===== src/rtl/pt_walker_pkg.sv =====
package pt_walker_pkg;

    typedef enum logic [2:0] {
        WALK_IDLE  = 3'd0,
        WALK_DIR   = 3'd1,
        WALK_LEAF  = 3'd2,
        WALK_OK    = 3'd3,
        WALK_ERR   = 3'd4
    } walk_state_e;

    typedef enum logic [1:0] {
        FLT_NONE = 2'b00,
        FLT_DIR  = 2'b01,
        FLT_LEAF = 2'b10,
        FLT_PROT = 2'b11
    } fault_e;

    localparam int unsigned PTE_PRESENT_BIT = 0;
    localparam int unsigned PTE_WRITE_BIT   = 1;

endpackage


===== src/rtl/ptw_addr_gen.sv =====
module ptw_addr_gen #(
    parameter int PA_W        = 32,
    parameter int IDX_W       = 10,
    parameter int ENTRY_BYTES = 4,
    localparam int SHIFT      = $clog2(ENTRY_BYTES)
) (
    input  logic [PA_W-1:0]  table_base,
    input  logic [IDX_W-1:0] index,
    output logic [PA_W-1:0]  entry_addr
);
    logic [PA_W-1:0] offset;

    always_comb begin
        offset     = PA_W'(index) << SHIFT;
        entry_addr = table_base + offset;
    end
endmodule


===== src/rtl/ptw_pte_decode.sv =====
module ptw_pte_decode
    import pt_walker_pkg::*;
#(
    parameter int ENTRY_W    = 32,
    parameter int PAGE_OFF_W = 12,
    parameter int FRAME_W    = 20
) (
    input  logic [ENTRY_W-1:0] entry,
    output logic               present,
    output logic               writable,
    output logic [FRAME_W-1:0] frame
);
    always_comb begin
        present  = entry[PTE_PRESENT_BIT];
        writable = entry[PTE_WRITE_BIT];
        frame    = entry[PAGE_OFF_W +: FRAME_W];
    end
endmodule


===== src/rtl/pt_walker.sv =====
module pt_walker
    import pt_walker_pkg::*;
#(
    parameter int VA_W        = 32,
    parameter int PA_W        = 32,
    parameter int PAGE_OFF_W  = 12,
    parameter int LVL1_W      = 10,
    parameter int ENTRY_W     = 32,
    localparam int VPN_W      = VA_W - PAGE_OFF_W,
    localparam int LVL2_W     = VPN_W - LVL1_W,
    localparam int FRAME_W    = PA_W - PAGE_OFF_W
) (
    input  logic               clk,
    input  logic               rst_n,
    input  logic               req_valid,
    input  logic [VPN_W-1:0]   req_vpn,
    input  logic               req_write,
    input  logic [PA_W-1:0]    root_base,
    output logic               req_ready,
    output logic               mem_req_valid,
    output logic [PA_W-1:0]    mem_req_addr,
    input  logic               mem_rsp_valid,
    input  logic [ENTRY_W-1:0] mem_rsp_data,
    output logic               done_valid,
    output logic               done_fault,
    output logic [1:0]         fault_code,
    output logic [FRAME_W-1:0] done_frame,
    output logic               done_writable
);
    localparam int IDX_W       = (LVL1_W > LVL2_W) ? LVL1_W : LVL2_W;
    localparam int ENTRY_BYTES = ENTRY_W / 8;

    typedef struct packed {
        walk_state_e        state;
        logic               issued;
        logic [VPN_W-1:0]   vpn;
        logic               write;
        logic [PA_W-1:0]    base;
        logic               dir_wr;
        fault_e             code;
        logic [FRAME_W-1:0] frame;
        logic               wr_ok;
    } walk_regs_t;

    walk_regs_t walk_d, walk_q;

    logic [IDX_W-1:0]   cur_index;
    logic               pte_present;
    logic               pte_writable;
    logic [FRAME_W-1:0] pte_frame;

    always_comb begin
        if (walk_q.state == WALK_DIR) begin
            cur_index = IDX_W'(walk_q.vpn[VPN_W-1 -: LVL1_W]);
        end else begin
            cur_index = IDX_W'(walk_q.vpn[LVL2_W-1:0]);
        end
    end

    ptw_addr_gen #(
        .PA_W        (PA_W),
        .IDX_W       (IDX_W),
        .ENTRY_BYTES (ENTRY_BYTES)
    ) u_addr (
        .table_base (walk_q.base),
        .index      (cur_index),
        .entry_addr (mem_req_addr)
    );

    ptw_pte_decode #(
        .ENTRY_W    (ENTRY_W),
        .PAGE_OFF_W (PAGE_OFF_W),
        .FRAME_W    (FRAME_W)
    ) u_decode (
        .entry    (mem_rsp_data),
        .present  (pte_present),
        .writable (pte_writable),
        .frame    (pte_frame)
    );

    always_comb begin
        walk_d        = walk_q;
        mem_req_valid = 1'b0;
        unique case (walk_q.state)
            WALK_IDLE: begin
                if (req_valid) begin
                    walk_d.state  = WALK_DIR;
                    walk_d.issued = 1'b0;
                    walk_d.vpn    = req_vpn;
                    walk_d.write  = req_write;
                    walk_d.base   = root_base;
                    walk_d.dir_wr = 1'b0;
                    walk_d.code   = FLT_NONE;
                    walk_d.frame  = '0;
                    walk_d.wr_ok  = 1'b0;
                end
            end
            WALK_DIR: begin
                if (!walk_q.issued) begin
                    mem_req_valid = 1'b1;
                    walk_d.issued = 1'b1;
                end else if (mem_rsp_valid) begin
                    walk_d.issued = 1'b0;
                    if (!pte_present) begin
                        walk_d.state = WALK_ERR;
                        walk_d.code  = FLT_DIR;
                    end else begin
                        walk_d.state  = WALK_LEAF;
                        walk_d.base   = {pte_frame, PAGE_OFF_W'(0)};
                        walk_d.dir_wr = pte_writable;
                    end
                end
            end
            WALK_LEAF: begin
                if (!walk_q.issued) begin
                    mem_req_valid = 1'b1;
                    walk_d.issued = 1'b1;
                end else if (mem_rsp_valid) begin
                    walk_d.issued = 1'b0;
                    if (!pte_present) begin
                        walk_d.state = WALK_ERR;
                        walk_d.code  = FLT_LEAF;
                    end else if (walk_q.write && !(walk_q.dir_wr && pte_writable)) begin
                        walk_d.state = WALK_ERR;
                        walk_d.code  = FLT_PROT;
                    end else begin
                        walk_d.state = WALK_OK;
                        walk_d.frame = pte_frame;
                        walk_d.wr_ok = walk_q.dir_wr && pte_writable;
                    end
                end
            end
            WALK_OK, WALK_ERR: begin
                walk_d.state = WALK_IDLE;
            end
            default: begin
                walk_d.state = WALK_IDLE;
            end
        endcase
    end

    always_ff @(posedge clk) begin
        if (!rst_n) begin
            walk_q <= '0;
        end else begin
            walk_q <= walk_d;
        end
    end

    always_comb begin
        req_ready     = (walk_q.state == WALK_IDLE);
        done_valid    = (walk_q.state == WALK_OK) || (walk_q.state == WALK_ERR);
        done_fault    = (walk_q.state == WALK_ERR);
        fault_code    = walk_q.code;
        done_frame    = walk_q.frame;
        done_writable = walk_q.wr_ok;
    end

    // a read request lasts one cycle and is never repeated back to back
    assert_req_pulse_R9: assert property (@(posedge clk) disable iff (!rst_n)
        mem_req_valid |=> !mem_req_valid);

    // no new request is taken while a walk is running
    assert_busy_not_ready_R10: assert property (@(posedge clk) disable iff (!rst_n)
        (req_ready && req_valid) |=> !req_ready);

    // the completion strobe is a single cycle and the walker returns to idle
    assert_done_single_R5: assert property (@(posedge clk) disable iff (!rst_n)
        done_valid |=> (!done_valid && req_ready));

    // an absent directory entry ends the walk with the directory fault code
    assert_dir_fault_R6: assert property (@(posedge clk) disable iff (!rst_n)
        (walk_q.state == WALK_DIR && walk_q.issued && mem_rsp_valid && !mem_rsp_data[0])
        |=> (done_valid && done_fault && fault_code == FLT_DIR));

    // a write through a read-only path ends in a protection fault
    assert_prot_fault_R8: assert property (@(posedge clk) disable iff (!rst_n)
        (walk_q.state == WALK_LEAF && walk_q.issued && mem_rsp_valid && mem_rsp_data[0]
         && walk_q.write && !(walk_q.dir_wr && mem_rsp_data[1]))
        |=> (done_fault && fault_code == FLT_PROT));

    // a successful completion never carries a fault code
    assert_ok_no_code_R5: assert property (@(posedge clk) disable iff (!rst_n)
        (done_valid && !done_fault) |-> (fault_code == FLT_NONE));

endmodule


===== config.mk =====
export PLATFORM = sky130hd
export DESIGN_NAME = pt_walker
export DESIGN_NICKNAME = d
export VERILOG_FILES = /design/src/rtl/pt_walker_pkg.sv /design/src/rtl/ptw_addr_gen.sv /design/src/rtl/ptw_pte_decode.sv /design/src/rtl/pt_walker.sv
export SDC_FILE = /design/constraint.sdc
export NUM_CORES = 1
export LEC_CHECK = 0
export BUFFER_PORTS_ARGS = -buffer_cell sky130_fd_sc_hd__buf_2
export CORE_ASPECT_RATIO = 1.1
export CORE_MARGIN = 2
export CORE_UTILIZATION = 43
export DETAILED_ROUTE_END_ITERATION = 8
export PLACE_DENSITY = 0.72
export SETUP_SLACK_MARGIN = 0.1
export SLEW_MARGIN = 10
export SYNTH_ARGS = -nofsm -noshare
export SYNTH_HDL_FRONTEND = slang
export SYNTH_SLANG_ARGS = --single-unit

===== constraint.sdc =====
create_clock -name clk -period 5.9 [get_ports clk]
set_input_delay 0.885 -clock clk [delete_from_list [all_inputs] [get_ports clk]]
set_output_delay 0.885 -clock clk [all_outputs]
set_load 0.03 [all_outputs]

==> flow_summary.yaml <==
global_routing:
  grt_pass1_vias: 3925
  grt_pass1_wl_um: 19200
  globalRouteOverflowTotal: 0
  track_usage_pct: 22.0
  antenna_found_initial: 0
  grt_max_degree: 81
sta:
  finClkSkew_ns: 0.00827
  period_minus_slack_ns: 4.80
  hold_viol: 0
  drv_slew: 0
  tightestPinTransition_ns: 1.16
  max_clock_freq_mhz: 209
  finalSetupViolations: 0
  rsz0062_at_grt: "false"
  post-route-period-util_pct: 81.3
  relSlewSlack_pct: 22.1
  setup_tns_ns: 0
clock_network:
  root_buffer: "clkbuf_8"
  postCtsHoldBufs: 0
  cts_tree: "built"
  cts_max_level: 3
  cts_resized: 0
  cts_setup_buffers: 0
  cts_buffer_depth: 2
  cts_buffers: 9
  path_clk_slew_ns: 0.09
  cts.sinks: 81
  clock_latency_ns: 0.36
placed_design:
  gp_congestion: 0.911
  dp.cells: 779
  hpwlAfterDp_um: 8690
  io_buffers: 137
setup_path:
  critPathKind: "reg2out"
  rr_endpoint: "done_frame[19]"
  r2r-start: "walk_q[80]"
  crit_required_ns: 5.02
  cpMostUsedCell: "nand2_1"
  critPathBufInv: 1
  cp_cell_sequence: "or3b_1, nand2_1, nand2_1, ha_1, fa_1, a211oi_1, o21bai_1, a21boi_2, nor2_1, xor2_1, buf_2"
  cp_slowest_stage_delay_ns: 0.63
  start_kind: "flip-flop"
  cpMaxStageDelayCell: "dfxtp_1"
  arrival_ns: 3.91
  cp_top_family: "compound AO/OA/AOI/OAI gates"
  endpoint_kind: "output port"
  crit_fanout: 12
  r2r_slack_ns: 3.21
  reg2regPathDepth: 5
floorplanning:
  io_pins: 148
  initial_core_util_pct: 44.3
  die-area_mm2: 0.0111
  die_w_um: 100
  fp-row-count: 38
  core_area_mm2: 0.00994
  die_h_um: 110
routing:
  wl_per_cell_um: 15.1
  vias: 4307
  drc: 0
  final_antenna_net_count: 0
  drt_iter0_drc: 230
  drtPass1Iterations: 7
  routed_wl_um: 12000
  viasPerCell: 5.42
layout:
  finish.utilization_pct: 51.8
  synthToLayoutAreaGrowth_pct: 16.9
  diodes: 0
  drive_above_1_share_pct: 25.8
  fillers: 968
  nNetsFinal: 770
  fin_cells: 795
status:
  status: "finished clean"
job:
  maxCapViolations: 0
yosys:
  synthesis.instances: 582
  synth_edf_count: 0
  synth-seq-cells: 81
  synth_nets: 682
  synthDistinctLibCells: 50
  yosys-top-cells-area: "dfxtp_1 (37%), nand2_1 (12%), a21oi_1 (8.2%)"
  syn_area_mm2: 0.00440
  syn_area_per_cell_um2: 7.56
  yosysWarnings: 0
  synth.largest_area_cell: "dfxtp_1"
  synthFlopType: "dfxtp_1"
  yosysSeqAreaShare_pct: 36.8
  synth_top_cell_area_share_pct: 36.8
  async_reset_ff_share_pct: 0
hold_path:
  hp-class: "reg2reg"
  hold_start: "done_frame[13]"
  whs_endpoint: "done_frame[13]"
  worstHoldPathCells: 2
power:
  p_per_area_mw_per_mm2: 263
  peakVddDrop_uv: 123
  leakage_uw: 0.00226
[per-layer routing]
| layer | up-vias | share of wire, % | track usage, % | wire length (um) |
|---|---|---|---|---|
| met5 | - | 0 | 0 | 0 |
| met4 | 0 | 2.4 | 11.2 | 289 |
| met3 | 23 | 6.0 | 2.59 | 725 |
| met2 | 178 | 47 | 35.0 | 5680 |
| met1 | 1940 | 44 | 29.6 | 5310 |
| li1 | 2166 | - | - | - |
[synth_stat cells, drive strengths merged (3+ instances only)]
master,n
nor2,34
nand4,6
nor3,11
nor3b,4
ha,10
a21o,3
nand2,144
xnor2,7
clkbuf,26
and2,5
nand3,58
a21boi,3
o21ai,5
a311oi,20
buf,40
a21oi,72
a211oi,6
xor2,21
a2111oi,3
dfxtp,81
[report_power, final]
group	total (uW)	switching [uW]	internal, uW
clock	460	218	242
combinational	288	192	95.6
sequential	606	29.3	577
[layout make-up]
type,count,area [um^2],share of cell area [%]
clock buffers,9,124,2.41
flip-flops and latches,81,1620,31.5
well taps,120,150,2.92
clock inverters,7,101,1.97
repair buffers,143,731,14.2
inverters,2,7.51,0.146
multi-input cells,433,2410,46.9
[worst register-to-register path: cells and delay by family, from the launching register on]
kind / cells / cell delay (ns)
and+or+nand+nor: 3 / 0.74
DFF: 1 / 0.69
AOI/OAI and AO/OA: 2 / 1.19
[registers in the layout, indices dropped and copies added (netlist names)]
register	flops
done_frame	20
done_writable	1
fault_code	2
walk_q	58
[placed cells by master, fill, tap and decap left out, types with 2 or more instances in the layout]
cell type / count
nand2_1: 143
clkinvlp_4: 2
o21ai_0: 3
nor3b_1: 2
a2111oi_2: 2
a21boi_1: 2
nor3_1: 9
nor2b_1: 2
dfxtp_1: 81
a311oi_1: 20
buf_2: 137
xnor2_1: 7
ha_1: 10
bufinv_16: 2
buf_4: 6
xor2_1: 21
nand4_1: 6
a21oi_1: 72
and2_1: 4
nor3b_4: 2
nor2_1: 34
clkbuf_8: 9
nand3_1: 58
inv_6: 2
o21bai_1: 2
a211oi_1: 6
and3_1: 2
a21o_1: 3
or3b_1: 2
[per-stage QoR]
| stage | instance area, um^2 | total power [uW] | hold WS, ns | setup slack [ns] |
|---|---|---|---|---|
| floorplan | 4400 | 818 | 0.432 | 1.70 |
| global placement | 4920 | 899 | 0.436 | 1.62 |
| detailed placement | 4920 | 905 | 0.443 | 1.52 |
| CTS | 5150 | 1360 | 0.456 | 1.11 |
| global route | 5150 | 1420 | 0.471 | 0.790 |
| finish | 5150 | 1350 | 0.454 | 1.10 |
[worst max path at each step]
stage | to | cells past startpoint | start | slack (ns)
after global routing | mem_req_addr[10] | 11 | walk_q[78] | 0.79
after CTS | mem_req_addr[14] | 11 | walk_q[78] | 1.11
after floorplan | mem_req_addr[10] | 13 | walk_q[78] | 1.70
final | mem_req_addr[14] | 11 | walk_q[78] | 1.10
after global placement | mem_req_addr[18] | 11 | walk_q[78] | 1.62
after detailed placement | mem_req_addr[14] | 11 | walk_q[78] | 1.52
[kinds of logic after synthesis]
kind of cell	Yosys count	synth area share, %
buffers and inverters	68	8.64
adders and majority gates	11	3.30
DFF	81	36.8
and+or+nand+nor	272	27.9
AOI/OAI and AO/OA	121	17.5
muxes	1	0.227
xor gates and xnor gates	28	5.57
Power figures use the tool's default switching activity.
